## src/rtl/mdio_cmd_pkg.sv

```systemverilog
package mdio_cmd_pkg;

    localparam int FRAME_BITS = 64;
    localparam int POS_W      = $clog2(FRAME_BITS);
    localparam int DATA_W     = 16;
    localparam int ADDR_W     = 5;

    localparam int TA_FIRST   = 46;
    localparam int TA_SECOND  = 47;
    localparam int DATA_FIRST = 48;
    localparam int LAST_POS   = FRAME_BITS - 1;

    localparam int CMD_BUSY_BIT  = 20;
    localparam int CMD_READ_BIT  = 17;
    localparam int CMD_WRITE_BIT = 16;
    localparam int CMD_PHY_LSB   = 8;
    localparam int CMD_REG_LSB   = 0;

    typedef enum logic [1:0] {
        SEL_CMD    = 2'd0,
        SEL_DATA   = 2'd1,
        SEL_STATUS = 2'd2,
        SEL_NONE   = 2'd3
    } reg_sel_e;

    typedef struct packed {
        logic                  active;
        logic                  is_read;
        logic [POS_W-1:0]      pos;
        logic [FRAME_BITS-1:0] sh;
        logic                  ta_ok;
        logic [DATA_W-1:0]     cap;
    } eng_state_t;

    typedef struct packed {
        logic              op_rd;
        logic              op_wr;
        logic [ADDR_W-1:0] phy;
        logic [ADDR_W-1:0] regn;
        logic [31:0]       data;
        logic              inv;
    } ctrl_state_t;

    function automatic logic [FRAME_BITS-1:0] build_frame(
        input logic              rd,
        input logic [ADDR_W-1:0] phy,
        input logic [ADDR_W-1:0] regn,
        input logic [DATA_W-1:0] wval
    );
        logic [1:0]        op;
        logic [1:0]        ta;
        logic [DATA_W-1:0] dv;
        op = rd ? 2'b10 : 2'b01;
        ta = rd ? 2'b00 : 2'b10;
        dv = rd ? '0 : wval;
        return {{32{1'b1}}, 2'b01, op, phy, regn, ta, dv};
    endfunction

endpackage

```

## src/rtl/mdio_clk_div.sv

```systemverilog
module mdio_clk_div #(
    parameter int HALF_DIV = 4
) (
    input  logic clk,
    input  logic rst_n,
    input  logic en,
    output logic mdc,
    output logic rise_stb,
    output logic fall_stb
);
    localparam int CNT_W = (HALF_DIV > 1) ? $clog2(HALF_DIV) : 1;
    localparam logic [CNT_W-1:0] CNT_MAX = CNT_W'(HALF_DIV - 1);

    typedef struct packed {
        logic [CNT_W-1:0] cnt;
        logic             mdc;
    } div_state_t;

    div_state_t div_d, div_q;
    logic       wrap;

    always_comb begin
        div_d = div_q;
        wrap  = en && (div_q.cnt == CNT_MAX);
        if (!en) begin
            div_d.cnt = '0;
            div_d.mdc = 1'b0;
        end else if (wrap) begin
            div_d.cnt = '0;
            div_d.mdc = ~div_q.mdc;
        end else begin
            div_d.cnt = div_q.cnt + 1'b1;
        end
    end

    always_ff @(posedge clk or negedge rst_n) begin
        if (!rst_n) begin
            div_q <= '0;
        end else begin
            div_q <= div_d;
        end
    end

    assign mdc      = div_q.mdc;
    assign rise_stb = wrap && !div_q.mdc;
    assign fall_stb = wrap &&  div_q.mdc;

    assert_mdc_idle_low_R6: assert property (
        @(posedge clk) disable iff (!rst_n)
        !en |=> !mdc
    );

endmodule

```

## src/rtl/mdio_frame_engine.sv

```systemverilog
module mdio_frame_engine
    import mdio_cmd_pkg::*;
(
    input  logic                  clk,
    input  logic                  rst_n,
    input  logic                  start,
    input  logic                  start_read,
    input  logic [FRAME_BITS-1:0] start_frame,
    input  logic                  rise_stb,
    input  logic                  fall_stb,
    input  logic                  mdio_i,
    output logic                  active,
    output logic                  mdio_o,
    output logic                  mdio_oe,
    output logic                  done,
    output logic [DATA_W-1:0]     rd_data,
    output logic                  rd_ok
);
    eng_state_t eng_d, eng_q;
    logic       at_last;

    always_comb begin
        eng_d   = eng_q;
        at_last = (eng_q.pos == POS_W'(LAST_POS));
        if (start) begin
            eng_d.active  = 1'b1;
            eng_d.is_read = start_read;
            eng_d.pos     = '0;
            eng_d.sh      = start_frame;
            eng_d.ta_ok   = 1'b0;
            eng_d.cap     = '0;
        end else if (eng_q.active) begin
            if (rise_stb && eng_q.is_read) begin
                if (eng_q.pos == POS_W'(TA_SECOND)) begin
                    eng_d.ta_ok = !mdio_i;
                end
                if (eng_q.pos >= POS_W'(DATA_FIRST)) begin
                    eng_d.cap = {eng_q.cap[DATA_W-2:0], mdio_i};
                end
            end
            if (fall_stb) begin
                if (at_last) begin
                    eng_d.active = 1'b0;
                end else begin
                    eng_d.pos = eng_q.pos + 1'b1;
                    eng_d.sh  = {eng_q.sh[FRAME_BITS-2:0], 1'b0};
                end
            end
        end
    end

    always_ff @(posedge clk or negedge rst_n) begin
        if (!rst_n) begin
            eng_q <= '0;
        end else begin
            eng_q <= eng_d;
        end
    end

    assign active  = eng_q.active;
    assign done    = eng_q.active && fall_stb && at_last;
    assign mdio_o  = eng_q.active ? eng_q.sh[FRAME_BITS-1] : 1'b1;
    assign mdio_oe = eng_q.active &&
                     (!eng_q.is_read || (eng_q.pos < POS_W'(TA_FIRST)));
    assign rd_data = eng_q.cap;
    assign rd_ok   = eng_q.ta_ok;

    assert_mdio_only_on_fall_R6: assert property (
        @(posedge clk) disable iff (!rst_n)
        (eng_q.active && !fall_stb && !start) |=> $stable(mdio_o)
    );

    assert_read_released_R7: assert property (
        @(posedge clk) disable iff (!rst_n)
        (eng_q.active && eng_q.is_read && fall_stb &&
         eng_q.pos == POS_W'(TA_FIRST - 1)) |=> !mdio_oe
    );

endmodule

```

## src/rtl/mdio_cmd_ctrl.sv

```systemverilog
module mdio_cmd_ctrl
    import mdio_cmd_pkg::*;
#(
    parameter int HALF_DIV = 4
) (
    input  logic        clk,
    input  logic        rst_n,
    input  logic        reg_wr,
    input  logic [1:0]  reg_addr,
    input  logic [31:0] reg_wdata,
    output logic [31:0] reg_rdata,
    output logic        mdc,
    output logic        mdio_o,
    output logic        mdio_oe,
    input  logic        mdio_i
);
    ctrl_state_t           ctl_d, ctl_q;
    logic                  busy;
    logic                  done;
    logic                  rise_stb;
    logic                  fall_stb;
    logic                  rd_ok;
    logic [DATA_W-1:0]     rd_data;
    logic                  cmd_wr;
    logic                  cmd_legal;
    logic                  start;
    logic [FRAME_BITS-1:0] start_frame;

    mdio_clk_div #(
        .HALF_DIV (HALF_DIV)
    ) i_div (
        .clk      (clk),
        .rst_n    (rst_n),
        .en       (busy),
        .mdc      (mdc),
        .rise_stb (rise_stb),
        .fall_stb (fall_stb)
    );

    mdio_frame_engine i_eng (
        .clk         (clk),
        .rst_n       (rst_n),
        .start       (start),
        .start_read  (reg_wdata[CMD_READ_BIT]),
        .start_frame (start_frame),
        .rise_stb    (rise_stb),
        .fall_stb    (fall_stb),
        .mdio_i      (mdio_i),
        .active      (busy),
        .mdio_o      (mdio_o),
        .mdio_oe     (mdio_oe),
        .done        (done),
        .rd_data     (rd_data),
        .rd_ok       (rd_ok)
    );

    always_comb begin
        ctl_d       = ctl_q;
        cmd_wr      = reg_wr && (reg_sel_e'(reg_addr) == SEL_CMD);
        cmd_legal   = reg_wdata[CMD_BUSY_BIT] &&
                      (reg_wdata[CMD_READ_BIT] ^ reg_wdata[CMD_WRITE_BIT]);
        start       = cmd_wr && cmd_legal && !busy;
        start_frame = build_frame(reg_wdata[CMD_READ_BIT],
                                  reg_wdata[CMD_PHY_LSB +: ADDR_W],
                                  reg_wdata[CMD_REG_LSB +: ADDR_W],
                                  ctl_q.data[DATA_W-1:0]);
        if (start) begin
            ctl_d.op_rd = reg_wdata[CMD_READ_BIT];
            ctl_d.op_wr = reg_wdata[CMD_WRITE_BIT];
            ctl_d.phy   = reg_wdata[CMD_PHY_LSB +: ADDR_W];
            ctl_d.regn  = reg_wdata[CMD_REG_LSB +: ADDR_W];
            ctl_d.inv   = 1'b0;
        end
        if (reg_wr && (reg_sel_e'(reg_addr) == SEL_DATA)) begin
            ctl_d.data = reg_wdata;
        end
        if (done && ctl_q.op_rd) begin
            ctl_d.data[31:16] = rd_data;
            ctl_d.inv         = !rd_ok;
        end
    end

    always_ff @(posedge clk or negedge rst_n) begin
        if (!rst_n) begin
            ctl_q <= '0;
        end else begin
            ctl_q <= ctl_d;
        end
    end

    always_comb begin
        unique case (reg_sel_e'(reg_addr))
            SEL_CMD:    reg_rdata = {11'd0, busy, 2'd0, ctl_q.op_rd, ctl_q.op_wr,
                                     3'd0, ctl_q.phy, 3'd0, ctl_q.regn};
            SEL_DATA:   reg_rdata = ctl_q.data;
            SEL_STATUS: reg_rdata = {31'd0, ctl_q.inv};
            default:    reg_rdata = '0;
        endcase
    end

    assert_illegal_ignored_R3: assert property (
        @(posedge clk) disable iff (!rst_n)
        (cmd_wr && !busy && !cmd_legal) |=> !busy
    );

    assert_busy_cmd_ignored_R4: assert property (
        @(posedge clk) disable iff (!rst_n)
        (cmd_wr && busy && !done) |=> (busy && $stable(ctl_q.phy) && $stable(ctl_q.regn))
    );

    assert_accept_clears_flag_R9: assert property (
        @(posedge clk) disable iff (!rst_n)
        start |=> (busy && !ctl_q.inv)
    );

    assert_write_keeps_flag_R9: assert property (
        @(posedge clk) disable iff (!rst_n)
        (done && ctl_q.op_wr) |=> !ctl_q.inv
    );

endmodule

```

## config.mk

```make
export PLATFORM = sky130hd
export DESIGN_NAME = mdio_cmd_ctrl
export DESIGN_NICKNAME = d
export VERILOG_FILES = /design/src/rtl/mdio_cmd_pkg.sv /design/src/rtl/mdio_clk_div.sv /design/src/rtl/mdio_frame_engine.sv /design/src/rtl/mdio_cmd_ctrl.sv
export SDC_FILE = /design/constraint.sdc
export NUM_CORES = 1
export LEC_CHECK = 0
export BUFFER_PORTS_ARGS = -buffer_cell sky130_fd_sc_hd__clkbuf_2
export CORE_ASPECT_RATIO = 0.7
export CORE_UTILIZATION = 34
export CTS_BUF_LIST = sky130_fd_sc_hd__clkbuf_4 sky130_fd_sc_hd__clkbuf_8
export DETAILED_ROUTE_END_ITERATION = 8
export PLACE_DENSITY_LB_ADDON = 0.1
export REMOVE_ABC_BUFFERS = 1
export SETUP_SLACK_MARGIN = 0.2
export SLEW_MARGIN = 10
export SYNTH_ARGS = -nofsm -noshare
export SYNTH_HDL_FRONTEND = slang
export SYNTH_SLANG_ARGS = --single-unit
```

## constraint.sdc

```tcl
create_clock -name clk -period 4.8 [get_ports clk]
set_input_delay 0.48 -clock clk [delete_from_list [all_inputs] [get_ports clk]]
set_output_delay 0.48 -clock clk [all_outputs]
set_load 0.01 [all_outputs]
```

# Word-level counts from Yosys, hierarchy flattened
# Cells that the tools add are included.
# word_totals
register_bits,136
# op_classes
add_sub_neg,2
order_cmp,2
eq_ne,7
mux,23
bitwise_logic,2
n_reduce_logical,30
# op_table
operator,n
2-to-1 mux 87 bit,2
2-to-1 mux 70 bit,2
case mux 32 bit (3 select lines),1
2-to-1 mux 16 bit,3
2-to-1 mux 32 bit,1
2-to-1 mux 17 bit,1
nonzero test 2 bit,7
logical AND 1 bit,13
== test 6 bit (second input constant),2
2-to-1 mux 1 bit,9
AND reduction 3 bit,3
adder 6 x 1 -> 6 bit (second input constant),1
greater-or-equal comparator 6 bit (second input constant),1
less-than comparator 6 bit (second input constant),1
2-to-1 mux 2 bit,3
logical NOT 1 bit,5
== test 2 bit (second input constant),2
2-to-1 mux 3 bit,1
adder 2 x 1 -> 2 bit (second input constant),1
== test 2 x 1 -> 1 bit (second input constant),1
logical NOT 2 bit,1
!= test 2 x 1 -> 1 bit (second input constant),1
!= test 2 bit (second input constant),1
logical OR 1 bit,1
other kinds (2),2

# Longest topological paths before layout
# Gate-level depths: netlist of the first run.
# depth
depth_word,7
ltp_mapped,7

# Modules after synthesis
# Synthesis of the first run repeated with hierarchy kept, for this count alone.
# hier_totals
hier_cells,714
hier_area_um2,6780.3
# modules_own_cells
module,n_inst,cells_per_inst,area_each_um2,seq_area_each_um2
mdio_frame_engine,1,487,4266.6,2227.1
mdio_cmd_ctrl,1,216,2378.5,1126.1
mdio_clk_div,1,11,135.1,75.1

# Worst setup path after synthesis of the first run
# Ideal clock, no wire load.
# synth_path
kind,input-to-output
startpoint,input port reg_addr[0]
endpoint,output port reg_rdata[13]
t_arrival_ps,1348
t_required_ps,4320
setup_slack_ps,2972
cell_stages,5
path_buffers,3
cell_sequence,buf_6 > nor2b_1 > clkbuf_1 > clkbuf_1 > and2_1
# synth_between
elab_chain_cells,2
word_cells_on_any_way,4
classes_between,2 x eq/ne; 1 x mux; 1 x reduce/logical
# synth_lines
item,line,rtl
from (decl),mdio_cmd_ctrl.sv:9,"input logic [1:0] reg_addr,"
"== test 2 bit, or another cell as far along",mdio_cmd_ctrl.sv:92,unique case (reg_sel_e'(reg_addr))
case mux 32 bit (3 select lines) *,mdio_cmd_ctrl.sv:92,
to (decl),mdio_cmd_ctrl.sv:11,"output logic [31:0] reg_rdata,"
# Mark *: on every way between the ends. The rest lies on a longest branch, timed or not.

# Worst setup path after layout of the first run
# layout_path
startpoint,"register i_eng.eng_q, in the netlist i_eng.active"
endpoint,"register i_eng.eng_q, in the netlist i_eng.rd_data[4]"
# layout_between
elab_chain_cells,5
word_cells_on_any_way,10
classes_between,1 x mux; 9 x reduce/logical
# layout_lines
item,line,rtl
from (decl),mdio_frame_engine.sv:19,"eng_state_t eng_d, eng_q;"
from (signal assigned),mdio_frame_engine.sv:56,eng_q <= eng_d;
logical AND 1 bit,mdio_clk_div.sv:24,wrap = en && (div_q.cnt == CNT_MAX);
logical AND 1 bit,mdio_clk_div.sv:45,assign rise_stb = wrap && !div_q.mdc;
logical AND 1 bit,mdio_frame_engine.sv:33,if (rise_stb && eng_q.is_read) begin
nonzero test 2 bit (no line),--,
AND reduction 3 bit (no line),--,
# Parallel ways exist; a longest one is shown, timed or not.
# A chain may end at the register's enable or synchronous reset.

==> impl_results.md, run 1 <==
* Status: completed
* Worst rel slew slack at 27.48%
* Post-DP HPWL at 8346 µm
* FF-to-FF End: i_eng.rd_data[4]
* Max-cap violations at 0
* GPL Wtd Cong at 0.7673
* M2 GR Usage at 23.06%
* Synth Instances at 509
* ANT cells at 0
* Final critical-path required period at 2.655 ns
* Worst min path class: in -> async
* Starting Density at 35.52%
* Routed vias at 4036
* Mean post-synth cell area at 11.61 µm²
* # rows at 39
* GRT Total Usage at 16.49%
* Finished Cell Area at 6754 µm²
* CP Max Fanout at 17
* Port Buffer Count at 72
* First DRT Iteration DRCs at 219
* Number of synthesized flops with an enable pin at 0
* Global Route met3 Usage at 4.250%
* Area Overhead vs Synth at 14.27%
* IO Count at 73
* TritonCTS Buffers at 17
* Layout Nets at 609
* Global route overflow at 0
* Final design utilization at 40.59%
* Antenna violations before repair at 0
* Final Slew Violations at 0
* Core area at 16640 µm²
* Post-synthesis cell area at 5911 µm²
* Pre-antenna DRT Iters at 4
* Die X at 159.6 µm
* R2R depth at 4
* Final hold vios at 0
* Maximum clock rate at 376.7 MHz
* Final WL at 13400 µm
* FFs w/ async S/R, synth at 100.0%
* Syn. warnings at 0
* First-pass GRT wire length at 22810 µm
* Flop-to-flop setup slack at 2.15 ns
* Global route hottest layer: met1
* CP Capture Type: flop
* CTS root buf: clkbuf_8
* Final Skew at 0.01174 ns
* Distinct cells, synth at 44
* Clock Pin Slew Worst Setup and Hold Paths at 0.07 ns
* Via count of the first global-routing pass at 4195
* Residual DRC at 0
* DP Cell Count at 775
* Critical path type: reg -> reg
* Post-DRT Antenna Nets at 0
* Setup tns final at 0 ns
* CTS tree: built
* Setup Buffers After CTS at 0
* DR vias/cell at 5.020
* CTS max path bufs at 2
* Static Leak at 3.109 nW
* Die ar. at 17920 µm²
* Final period utilization at 55.30%
* WL per Instance at 16.66 µm
* H-tree levels at 4
* Reg2Reg Launch Point: i_eng.active
* Cell Area, Placed at 6396 µm²
* Ys flop type: dfrtp_1
* Worst-margin pin slew at 1.088 ns
* Die Ht at 112.3 µm
* Final setup fails at 0
* CP Data Required Time at 5.13 ns
* CP Launch Type: flop
* RSZ-0062 raised after global routing: false
* Synth Register Bits at 136
* Clk sink count at 136
* Power per cell area at 479.6 nW/µm²
* Share of cells above drive strength 1 at 22.63%
* Post-synthesis sequential area ratio at 57.58%
* Non-filler cells, final at 804
* Largest net degree at the start of global routing at 106
* Hold_buf cts at 0
* Met1 Track Usage GR at 24.44%
* Post-CTS sizing at 0
* VDD IR max at 152.1 µV
* Worst-Skew Late Latency at 0.44 ns
* Crit path DAT at 2.98 ns
metrics by stage:
| stage | hold WS, ns | total power, mW | setup slack (ns) |
|---|---|---|---|
| detailed placement | 0.4289 | 2.391 | 2.073 |
| global placement | 0.4256 | 2.357 | 2.072 |
| global route | 0.2291 | 3.485 | 1.911 |
| finish | 0.1784 | 3.240 | 2.145 |
| CTS | 0.1996 | 3.286 | 2.209 |
| floorplan | 0.1844 | 2.144 | 1.458 |
placed cells by master, fill, tap and decap left out, types with 5 or more instances in the layout:
cell type / instances
and2_1: 22
mux2i_1: 47
a22oi_1: 10
clkbuf_8: 20
a22o_1: 19
nor2_1: 19
mux2_2: 16
dfrtp_1: 136
nand3_1: 30
buf_4: 5
nand2_1: 67
clkbuf_2: 71
o22a_1: 32
o21ai_0: 36
clkbuf_4: 5
worst max-delay path: stages, from the launching register on:
cell,delay [ns]
dfrtp_1,0.62
nand4_1,0.22
nor3b_2,0.88
nor2_1,0.51
a22o_1,0.31
how the worst max path moves through the flow:
stage                             from               end  slack, ns
after floorplan            reg_addr[0]  i_eng.rd_data[0]       1.46
after global placement     reg_addr[0]   i_eng.eng_q[34]       2.07
after detailed placement   reg_addr[0]   i_eng.eng_q[34]       2.07
after CTS                 i_eng.active  i_eng.rd_data[9]       2.21
after global routing      i_eng.active  i_eng.rd_data[4]       1.91
final                     i_eng.active  i_eng.rd_data[4]       2.15
metal layers:
layer,routed length [µm],vias up
met1,7232,2003
li1,-,1944
met5,0,-
met3,447,14
met4,178,0
met2,5540,75
power breakdown:
| group | internal, mW | switching, mW |
|---|---|---|
| Sequential | 1.52 | 0.240 |
| Combinational | 0.310 | 0.288 |
| Clock | 0.468 | 0.412 |
| Total | 2.30 | 0.940 |
registers in the layout, summed over array words and instances (netlist names):
| register | flops |
|---|---|
| i_eng.rd_ok | 1 |
| i_div.div_q | 2 |
| i_eng.active | 1 |
| i_div.mdc | 1 |
| i_eng.rd_data | 16 |
| i_eng.eng_q | 71 |
| ctl_q | 44 |
Yosys cell counts, types with 2 or more instances:
master / count / area share (%)
dfrtp_1: 136 / 58
a31oi_1: 3 / 0.32
mux2_2: 16 / 3.0
clkbuf_1: 11 / 0.70
nor3b_2: 2 / 0.42
o21ai_0: 36 / 3.0
buf_2: 14 / 1.2
nand2_1: 68 / 4.3
nor2b_1: 2 / 0.21
mux2i_1: 47 / 8.0
and2_1: 22 / 2.3
xor2_1: 2 / 0.30
a22o_1: 19 / 2.8
buf_6: 7 / 1.3
xnor2_1: 2 / 0.30
a22oi_1: 10 / 1.3
buf_4: 4 / 0.51
ha_1: 2 / 0.42
nor2_1: 19 / 1.2
and4_1: 2 / 0.30
nand3_1: 30 / 2.5
o22a_1: 32 / 4.7
and3_1: 2 / 0.21
layout make-up:
cell class | instances | area, µm²
Clock inverter | 4 | 45.04
Inverter | 2 | 7.507
Sequential cell | 136 | 3403
Tap cell | 225 | 281.5
Fill cell | 1583 | 9886
Clock buffer | 25 | 312.8
Multi-Input combinational cell | 335 | 2300
Timing Repair Buffer | 77 | 404.1
logic make-up (layout without fill, tap and decap cells):
logic type / Yosys count / count (layout) / synth area share, %
multiplexers: 63 / 63 / 11.01
flip-flops: 136 / 136 / 57.58
XOR/XNOR: 4 / 4 / 0.5928
buffers and inverters: 38 / 108 / 3.853
AO/OA/AOI/OAI: 109 / 109 / 13.57
AND/OR/NAND/NOR: 157 / 157 / 12.98
adder cells (fa/ha/maj): 2 / 2 / 0.4233
No activity file was read; power rests on OpenSTA's default activity.
==> run 2, diff against run 1 <==
clock period = 2.3 ns   (was 4.8 ns; I/O delays follow)
==> run 2 against run 1 <==
Effect of this change:
- sequential power is 110% higher
- global-route usage is 0.30 points lower
- clock power is 140% higher
- clock skew is 0.0072 ns higher
- setup slack worse by 1.7 ns
- sequential cell count stayed put
- critical path type unchanged
==> impl_results.md, run 2 (synthesized netlist as in run 1, its figures left out) <==
* Global route hottest layer: met1
* Port Buffer Count at 72
* Pre-CTS WS at 0.2833 ns
* Residual DRC at 0
* Finished Cell Area at 7028 µm²
* Area Overhead vs Synth at 18.90%
* Global route overflow at 0
* CP top delay family: flip-flops
* Worst-margin pin slew at 0.6891 ns
* TritonCTS Buffers at 17
* Crit-path cells: nor3b_4 > buf_4 > o21ai_0 > o21ai_0
* Final design utilization at 42.24%
* Final WS setup at 0.4561 ns
* Die Ht at 112.3 µm
* Max FFs per register at 71
* DP Cell Count at 786
* Setup tns final at 0 ns
* Most used cell along the critical path: o21ai_0
* Via count of the first global-routing pass at 4291
* Clock Pin Slew Worst Setup and Hold Paths at 0.08 ns
* Hold Path Depth at 3
* Top reg by flops: i_eng.eng_q
* Global Route met3 Usage at 4.028%
* IO Count at 73
* Status: completed
* Die ar. at 17920 µm²
* Most common cell after layout, fill and taps aside: dfrtp_1
* CTS max path bufs at 2
* First DRT Iteration DRCs at 205
* CP Launch Type: flop
* Worst-Skew Late Latency at 0.44 ns
* Maximum clock rate at 542.3 MHz
* CP Buf/Inv Count at 1
* Clk sink count at 136
* CP Data Required Time at 2.65 ns
* Worst min path class: in -> reg
* Max-cap violations at 0
* Final hold vios at 0
* Antenna violations before repair at 0
* Crit-path max cell delay at 0.54 ns
* DR vias/cell at 5.021
* CP Max Fanout at 52
* M2 GR Usage at 23.67%
* Worst rel slew slack at 54.01%
* Final period utilization at 80.17%
* ANT cells at 0
* H-tree levels at 4
* Met1 Track Usage GR at 23.72%
* Stages on worst setup path at 4
* Starting Density at 35.52%
* Core area at 16640 µm²
* Final Slew Violations at 0
* Final setup fails at 0
* Critical path type: reg -> reg
* Post-DRT Antenna Nets at 0
* Final Skew at 0.01893 ns
* FILL cells at 1611
* Largest net degree at the start of global routing at 53
* Most frequent cells in the layout: dfrtp_1 (136), clkbuf_2 (71), nand2_1 (67)
* GRT Total Usage at 16.19%
* Non-filler cells, final at 827
* Final WL at 13360 µm
* Layout Nets at 629
* Share of cells above drive strength 1 at 24.25%
* Post-DP HPWL at 8680 µm
* CP Capture Type: flop
* GPL Wtd Cong at 0.7156
* Setup Buffers After CTS at 0
* VDD IR max at 419.0 µV
* Routed vias at 4152
* Pre-antenna DRT Iters at 4
* R2R depth at 4
* Crit path DAT at 2.19 ns
* Die X at 159.6 µm
* Cell Area, Placed at 6504 µm²
* CTS root buf: clkbuf_8
* First-pass GRT wire length at 22710 µm
* WL per Instance at 16.16 µm
* Static Leak at 3.225 nW
* Slowest CP cell: dfrtp_1
* Power per cell area at 1010 nW/µm²
* # rows at 39
* RSZ-0062 raised after global routing: false
* Final critical-path required period at 1.844 ns
* CTS tree: built
## run 2: path summary, 6_finish.rpt
kind	from	endpoint	slack (ns)
worst max-delay path	i_eng.active	i_eng.eng_q[45]	0.46
worst min-delay path	reg_wdata[1]	ctl_q[34]	0.03
worst max register to register	i_eng.active	i_eng.eng_q[45]	0.46
worst min register to register	i_div.div_q[1]	i_div.div_q[1]	0.45
max in group asynchronous	rst_n	i_eng.eng_q[60]	1.34
min in group asynchronous	rst_n	ctl_q[19]	0.28
## run 2: worst min-delay path, stage by stage
cell and delay (ns):
clkbuf_2 0.10, nand2_1 0.05, nand2_1 0.04
## run 2: layout make-up
type / count / area, µm² / share of cell area, %
clock buffer: 18 / 247.7 / 3.525
clock inverter: 14 / 183.9 / 2.617
inverter: 2 / 7.507 / 0.1068
multi-input combinational: 335 / 2302 / 32.76
sequential: 136 / 3403 / 48.42
tap: 225 / 281.5 / 4.006
timing repair buffer: 97 / 601.8 / 8.563
## run 2: where the power goes
part | internal (mW) | leakage [nW] | total (mW) | switching [mW]
registers | 3.17 | 1.64 | 3.66 | 0.493
clock network | 1.13 | 0.212 | 2.15 | 1.02
logic | 0.674 | 1.37 | 1.28 | 0.609
total | 4.97 | 3.23 | 7.10 | 2.13
## run 2: routing by layer
metal	vias up	part of all wire (%)
met5	-	0
met4	0	0.97
met3	11	3.6
met2	72	43
met1	2085	53
li1	1984	-
## run 2: repair_timing
item	4_1_cts	5_1_grt
hold buffers	9	0
setup endpoints to repair	0	16
gates resized for setup	0	1
hold endpoints to repair	48	0
## run 2: through the flow
stage          hold slack, ns  power (mW)
5_1_grt               0.02008       7.590
2_1_floorplan        -0.06559       4.475
4_1_cts              0.001356       7.216
6_report              0.03237       7.098
3_5_place_dp           0.1872       5.011
3_3_place_gp           0.1816       4.947
